File: src/rtl/ltc_seq_pkg.sv
package ltc_seq_pkg;

    localparam int FRAME_BITS = 80;
    localparam int DATA_BITS  = 64;
    localparam int SYNC_BITS  = 16;
    localparam int XFER_BIT   = 72;
    localparam int TMR_W      = 10;
    localparam logic [15:0] SYNC_WORD = 16'h3FFD;

    typedef enum logic [1:0] {
        SRC_100K = 2'd0,
        SRC_RXBIT = 2'd1,
        SRC_TXBIT = 2'd2,
        SRC_NONE = 2'd3
    } tmr_src_e;

    function automatic logic pick_tick(tmr_src_e sel, logic t100k, logic trx, logic ttx);
        logic r;
        case (sel)
            SRC_100K:  r = t100k;
            SRC_RXBIT: r = trx;
            SRC_TXBIT: r = ttx;
            default:   r = 1'b0;
        endcase
        return r;
    endfunction

endpackage

File: src/rtl/ltc_tx_seq.sv
module ltc_tx_seq
    import ltc_seq_pkg::*;
#(
    parameter int FB   = FRAME_BITS,
    parameter int DB   = DATA_BITS,
    parameter int XB   = XFER_BIT,
    localparam int IW  = $clog2(FB)
) (
    input  logic          clk,
    input  logic          rst,
    input  logic          bit_stb,
    input  logic          en,
    input  logic          wr,
    input  logic [DB-1:0] wdata,
    output logic [IW-1:0] idx,
    output logic [DB-1:0] next_frame,
    output logic [DB-1:0] live_frame,
    output logic          evt
);
    localparam logic [IW-1:0] LAST_IDX = IW'(FB - 1);
    localparam logic [IW-1:0] XFER_IDX = IW'(XB - 1);

    logic [DB-1:0] hold_q;
    logic          at_end;
    logic          at_xfer;

    assign at_end  = (idx == LAST_IDX);
    assign at_xfer = (idx == XFER_IDX);

    always_ff @(posedge clk) begin
        if (rst) begin
            idx        <= '0;
            hold_q     <= '0;
            next_frame <= '0;
            live_frame <= '0;
            evt        <= 1'b0;
        end else begin
            evt <= 1'b0;
            if (wr) begin
                hold_q <= wdata;
            end
            if (bit_stb) begin
                idx <= at_end ? '0 : idx + 1'b1;
                if (at_xfer && en) begin
                    next_frame <= hold_q;
                    evt        <= 1'b1;
                end
                if (at_end) begin
                    live_frame <= next_frame;
                end
            end
        end
    end
endmodule

File: src/rtl/ltc_rx_cap.sv
module ltc_rx_cap
    import ltc_seq_pkg::*;
#(
    parameter int DB = DATA_BITS,
    parameter int SB = SYNC_BITS,
    parameter logic [SB-1:0] SW = SYNC_WORD[SB-1:0],
    localparam int CW = $clog2(DB)
) (
    input  logic          clk,
    input  logic          rst,
    input  logic          bit_stb,
    input  logic          bit_val,
    input  logic          fwd,
    output logic [DB-1:0] frame,
    output logic          evt
);
    localparam logic [CW-1:0] LAST_CNT = CW'(DB - 1);

    logic [SB-1:0] sync_sh;
    logic [SB-1:0] sync_nx;
    logic [DB-1:0] data_sh;
    logic [DB-1:0] data_nx;
    logic [CW-1:0] cnt;
    logic          sync_ok;
    logic          match;

    assign sync_nx = {sync_sh[SB-2:0], bit_val};
    assign match   = (sync_nx == SW);
    assign data_nx = {bit_val, data_sh[DB-1:1]};

    always_ff @(posedge clk) begin
        if (rst) begin
            sync_sh <= '0;
            data_sh <= '0;
            cnt     <= '0;
            sync_ok <= 1'b0;
            frame   <= '0;
            evt     <= 1'b0;
        end else begin
            evt <= 1'b0;
            if (bit_stb) begin
                if (!fwd) begin
                    sync_ok <= 1'b0;
                    cnt     <= '0;
                end else begin
                    sync_sh <= sync_nx;
                    if (match) begin
                        sync_ok <= 1'b1;
                        cnt     <= '0;
                    end else if (sync_ok) begin
                        data_sh <= data_nx;
                        if (cnt == LAST_CNT) begin
                            frame   <= data_nx;
                            evt     <= 1'b1;
                            sync_ok <= 1'b0;
                            cnt     <= '0;
                        end else begin
                            cnt <= cnt + 1'b1;
                        end
                    end
                end
            end
        end
    end
endmodule

File: src/rtl/ltc_intv_timer.sv
module ltc_intv_timer
    import ltc_seq_pkg::*;
#(
    parameter int TW = TMR_W
) (
    input  logic          clk,
    input  logic          rst,
    input  logic          en,
    input  logic [1:0]    sel,
    input  logic [TW-1:0] tc,
    input  logic          t100k,
    input  logic          trx,
    input  logic          ttx,
    output logic          evt
);
    logic [TW-1:0] cnt;
    logic          tick;

    assign tick = pick_tick(tmr_src_e'(sel), t100k, trx, ttx);

    always_ff @(posedge clk) begin
        if (rst) begin
            cnt <= '0;
            evt <= 1'b0;
        end else begin
            evt <= 1'b0;
            if (!en) begin
                cnt <= '0;
            end else if (tick) begin
                if (cnt == tc) begin
                    cnt <= '0;
                    evt <= 1'b1;
                end else begin
                    cnt <= cnt + 1'b1;
                end
            end
        end
    end
endmodule

File: src/rtl/ltc_frame_seq.sv
module ltc_frame_seq
    import ltc_seq_pkg::*;
#(
    parameter int FB = FRAME_BITS,
    parameter int DB = DATA_BITS,
    parameter int SB = SYNC_BITS,
    parameter int XB = XFER_BIT,
    parameter int TW = TMR_W,
    localparam int IW = $clog2(FB)
) (
    input  logic          clk,
    input  logic          rst,
    input  logic          tx_bit_stb,
    input  logic          tx_en,
    input  logic          hold_wr,
    input  logic [DB-1:0] hold_data,
    output logic [IW-1:0] tx_bit_idx,
    output logic [DB-1:0] tx_next_frame,
    output logic [DB-1:0] tx_live_frame,
    output logic          tx_xfer_evt,
    input  logic          rx_bit_stb,
    input  logic          rx_bit,
    input  logic          rx_fwd,
    output logic [DB-1:0] rx_frame,
    output logic          rx_evt,
    input  logic          tick_100k,
    input  logic          tmr_en,
    input  logic [1:0]    tmr_sel,
    input  logic [TW-1:0] tmr_tc,
    output logic          tmr_evt
);
    ltc_tx_seq #(.FB(FB), .DB(DB), .XB(XB)) u_tx (
        .clk        (clk),
        .rst        (rst),
        .bit_stb    (tx_bit_stb),
        .en         (tx_en),
        .wr         (hold_wr),
        .wdata      (hold_data),
        .idx        (tx_bit_idx),
        .next_frame (tx_next_frame),
        .live_frame (tx_live_frame),
        .evt        (tx_xfer_evt)
    );

    ltc_rx_cap #(.DB(DB), .SB(SB)) u_rx (
        .clk     (clk),
        .rst     (rst),
        .bit_stb (rx_bit_stb),
        .bit_val (rx_bit),
        .fwd     (rx_fwd),
        .frame   (rx_frame),
        .evt     (rx_evt)
    );

    ltc_intv_timer #(.TW(TW)) u_tmr (
        .clk   (clk),
        .rst   (rst),
        .en    (tmr_en),
        .sel   (tmr_sel),
        .tc    (tmr_tc),
        .t100k (tick_100k),
        .trx   (rx_bit_stb),
        .ttx   (tx_bit_stb),
        .evt   (tmr_evt)
    );
endmodule

File: config.mk
export PLATFORM = sky130hd
export DESIGN_NAME = ltc_frame_seq
export DESIGN_NICKNAME = d
export VERILOG_FILES = /design/src/rtl/ltc_seq_pkg.sv /design/src/rtl/ltc_tx_seq.sv /design/src/rtl/ltc_rx_cap.sv /design/src/rtl/ltc_intv_timer.sv /design/src/rtl/ltc_frame_seq.sv
export SDC_FILE = /design/constraint.sdc
export NUM_CORES = 1
export LEC_CHECK = 0
export BUFFER_PORTS_ARGS = -buffer_cell sky130_fd_sc_hd__buf_2
export CORE_MARGIN = 2
export CORE_UTILIZATION = 23
export DETAILED_ROUTE_END_ITERATION = 10
export PLACE_DENSITY_LB_ADDON = 0.08
export SYNTH_ARGS = -nofsm -noshare
export SYNTH_HDL_FRONTEND = slang
export SYNTH_SLANG_ARGS = --single-unit
export TNS_END_PERCENT = 5
File: constraint.sdc
create_clock -name clk -period 1.7 [get_ports clk]
set_input_delay 0.085 -clock clk [delete_from_list [all_inputs] [get_ports clk]]
set_output_delay 0.085 -clock clk [all_outputs]
set_load 0.005 [all_outputs]
==> flow_summary.json <==
{
  "crit_buf_inv": 1,
  "rsz0062_at_grt": "true",
  "ff2ff_setup_slack_ns": -0.05,
  "setup_slack_ns": -0.05113,
  "post-synth-top-count-cell": "dfxtp_1",
  "worstPathArrival_ns": 2.19,
  "grt_usage_pct": 13.43,
  "skew_ns": 0.03051,
  "num_rows": 89,
  "max_freq_mhz": 571.1,
  "worstPathCellList": "nand4_1 > or4_4 > clkbuf_16 > nand3_1 > a21oi_1",
  "synth_top_area_cell": "dfxtp_1",
  "cp_num_cells": 5,
  "area_growth_pct": 37.75,
  "insertion_delay_ns": 0.58,
  "cp-endpoint": "u_rx.data_sh[27]",
  "syn-num-nets": 1656,
  "powerDensity_nw_per_um2": 992.6,
  "timing.critical_path.to_type": "register",
  "ys_top_cells_by_area": "dfxtp_1 (52%), mux2i_1 (9.5%), nand2_1 (8.2%)",
  "cp_slowest_cell": "or4_4",
  "yosys_most_used_dff": "dfxtp_1",
  "finalHoldViolCount": 0,
  "pin_count": 288,
  "worst-path-max-fanout": 32,
  "synth_enable_flop_cells": 0,
  "tns_ns": -1.420,
  "grt_max_degree": 139,
  "drv_slew": 0,
  "final_util_pct": 32.18,
  "synth_top_area_share_pct": 52.21,
  "required_ns": 2.14,
  "cts_tree": "built",
  "power.internal_mw": 14.70,
  "fp.dieW_um": 249.3,
  "grt_pass1_vias": 11780,
  "tightest_slew_ns": 0.7021,
  "ys_top_cells_by_count": "dfxtp_1 (361), nand2_1 (301), a21oi_1 (209)",
  "die_h_um": 249.3,
  "drt-pass1-iter-count": 5,
  "comb_power_share_pct": 4.3,
  "vdd_drop_max_mv": 0.6907,
  "crit_family": "simple AND/OR/NAND/NOR gates",
  "remaining_drc_errors": 0,
  "fin_nets": 2036,
  "cts_buffer_depth": 3,
  "drt_iter0_markers": 533,
  "cap_violations": 0,
  "p_clk_share_pct": 50.2,
  "grt_busiest_layer": "met2",
  "grt-ovfl-total": 0,
  "finalSetupViolations": 48,
  "synth_cell_types": 48,
  "max_stage_delay_ns": 0.69,
  "cts.sinks": 361,
  "wl_per_cell_um": 15.83,
  "dpl.cell_count": 2580,
  "synth-async-reset-ratio_pct": 0,
  "startpoint": "u_rx.sync_sh[5]",
  "antenna_found_initial": 6,
  "postSynthAreaPerCell_um2": 8.833,
  "r2r_start": "u_rx.sync_sh[5]",
  "cts-htree-levels": 2,
  "final_layout_size_suffix_gt1_share_pct": 23.43,
  "place_congestion": 0.7336,
  "ys_seq_area_share_pct": 52.21,
  "dieArea_um2": 62160,
  "violations": "negative setup slack",
  "status": "finished, violations left",
  "portBuffers": 287,
  "hold_ws_ns": 0.05748,
  "netSwitchingFraction_pct": 22.32,
  "dp_hpwl_mm": 27.49,
  "layout.cells.non_filler": 2757,
  "power_frac_seq_pct": 45.5,
  "syn_inst": 1567,
  "clk_pin_slew_ns": 0.05,
  "gr-usage-met2_pct": 21.07,
  "finalCriticalPeriod_ns": 1.751,
  "via_count": 12000,
  "switchingPower_mw": 4.223,
  "grt_pass1_wl_mm": 67.94,
  "startpoint_type": "register",
  "start_util_pct": 23.36,
  "ant_nets": 0,
  "crit_type": "register to register",
  "grt_use_met1_pct": 17.71,
  "slew_headroom_pct": 53.19,
  "cts_inserted_buffers": 45,
  "hold_class": "input pin to register",
  "power.total_mw": 18.92,
  "root_buffer": "clkbuf_16",
  "total_leakage_power_nw": 7.432,
  "fin_crit_sh_pct": 103.0,
  "vias_per_cell": 4.353,
  "synth_area_um2": 13840,
  "grtUsageMet3_pct": 3.824,
  "synth_seq_cells": 361,
  "core_region_area_um2": 59240,
  "yosys_warnings": 0,
  "ff2ff_path_depth": 5,
  "rr_endpoint": "u_rx.data_sh[27]",
  "drt-total-wl_mm": 43.63
}
==> state kept, by name (all words and copies together), names as in the netlist, 6 cells and up <==
signal	flops
u_rx.cnt	6
u_tx.live_frame	64
u_tx.hold_q	64
u_tx.next_frame	64
u_tmr.cnt	10
u_rx.sync_sh	15
u_rx.frame	64
u_rx.data_sh	63
u_tx.idx	7
==> per-layer routing <==
metal | part of all wire (%) | up-vias
li1 | - | 6039
met1 | 47 | 5662
met2 | 45 | 234
met3 | 6.0 | 63
met4 | 2.3 | 4
met5 | 0.057 | -
==> kinds of logic after synthesis <==
family | count (synthesis) | share of synthesized area (%)
AO/OA/AOI/OAI | 302 | 11.43
XOR/XNOR | 17 | 1.076
adder cells (fa/ha/maj) | 3 | 0.2712
buffers and inverters | 126 | 4.122
flip-flops | 361 | 52.21
multiplexers | 132 | 9.555
AND/OR/NAND/NOR | 626 | 21.33
==> metrics by stage <==
| stage | area, µm² | worst slack, ns |
|---|---|---|
| after floorplan | 13840 | 0.03017 |
| after detailed placement | 16490 | -0.2417 |
| final | 19070 | -0.05113 |
| after global routing | 19070 | -0.1128 |
| after global placement | 16490 | -0.2419 |
| after CTS | 18850 | -0.06606 |
==> layout make-up <==
class                      count  area [µm²]
fill                        6332       40180
tap                          773       967.2
clock buffer                  70        1340
timing repair buffer         455        3264
inverter                       4       15.01
clock inverter                10       126.4
antenna                        4       10.01
multi-input combinational   1080        6108
sequential                   361        7234
==> how the worst min path moves through the flow <==
stage	endpoint	start	slack, ns	depth (start not counted)
2_1_floorplan	u_rx.sync_sh[0]	rx_bit	0.22	2
3_3_place_gp	u_tx.hold_q[6]	hold_data[6]	0.32	3
3_5_place_dp	u_tx.hold_q[28]	hold_data[28]	0.33	3
4_1_cts	u_tmr.evt	tmr_tc[9]	0.02	6
5_1_grt	u_tmr.evt	tmr_tc[9]	0.06	6
6_report	u_rx.cnt[2]	rx_bit_stb	0.06	5
==> tightest hold or removal path, delay by kind of cell <==
family                 cells  cell delay [ns]
AOI/OAI and AO/OA          1             0.05
buffers and inverters      3             0.36
and+or+nand+nor            1             0.07
==> power by group through the flow <==
stage / logic, mW / clock network (mW) / registers, mW
after global routing: 0.893 / 10.2 / 8.62
after global placement: 0.644 / 0 / 8.79
after detailed placement: 0.653 / 0 / 8.79
after CTS: 0.829 / 9.91 / 8.61
after floorplan: 0.394 / 0 / 8.78
final: 0.814 / 9.50 / 8.61
==> cells in the final DEF (no fill, tap or decap), types with 10 or more instances in the layout <==
master / instances
nand2b_1: 130
xnor2_1: 14
nand3_1: 65
nor2_1: 70
dlygate4sd3_1: 84
buf_4: 53
nor3_1: 10
clkbuf_8: 12
mux2i_1: 130
dfxtp_1: 355
buf_12: 17
a21oi_1: 208
clkbuf_16: 49
o21ai_0: 65
nand4_1: 10
buf_2: 285
nand2_1: 300
clkbuf_1: 13
==> timing repair <==
| action | in CTS | in global routing |
|---|---|---|
| endpoints found under the hold margin | 88 | 0 |
| pin swaps | 53 | 4 |
| gates cloned | 0 | 4 |
| setup endpoints to repair | 133 | 148 |
| hold buffers | 84 | 0 |
| setup buffers | 2 | 3 |
| gates resized for setup | 11 | 24 |
Note: power is estimated with default switching activity, not from simulation.
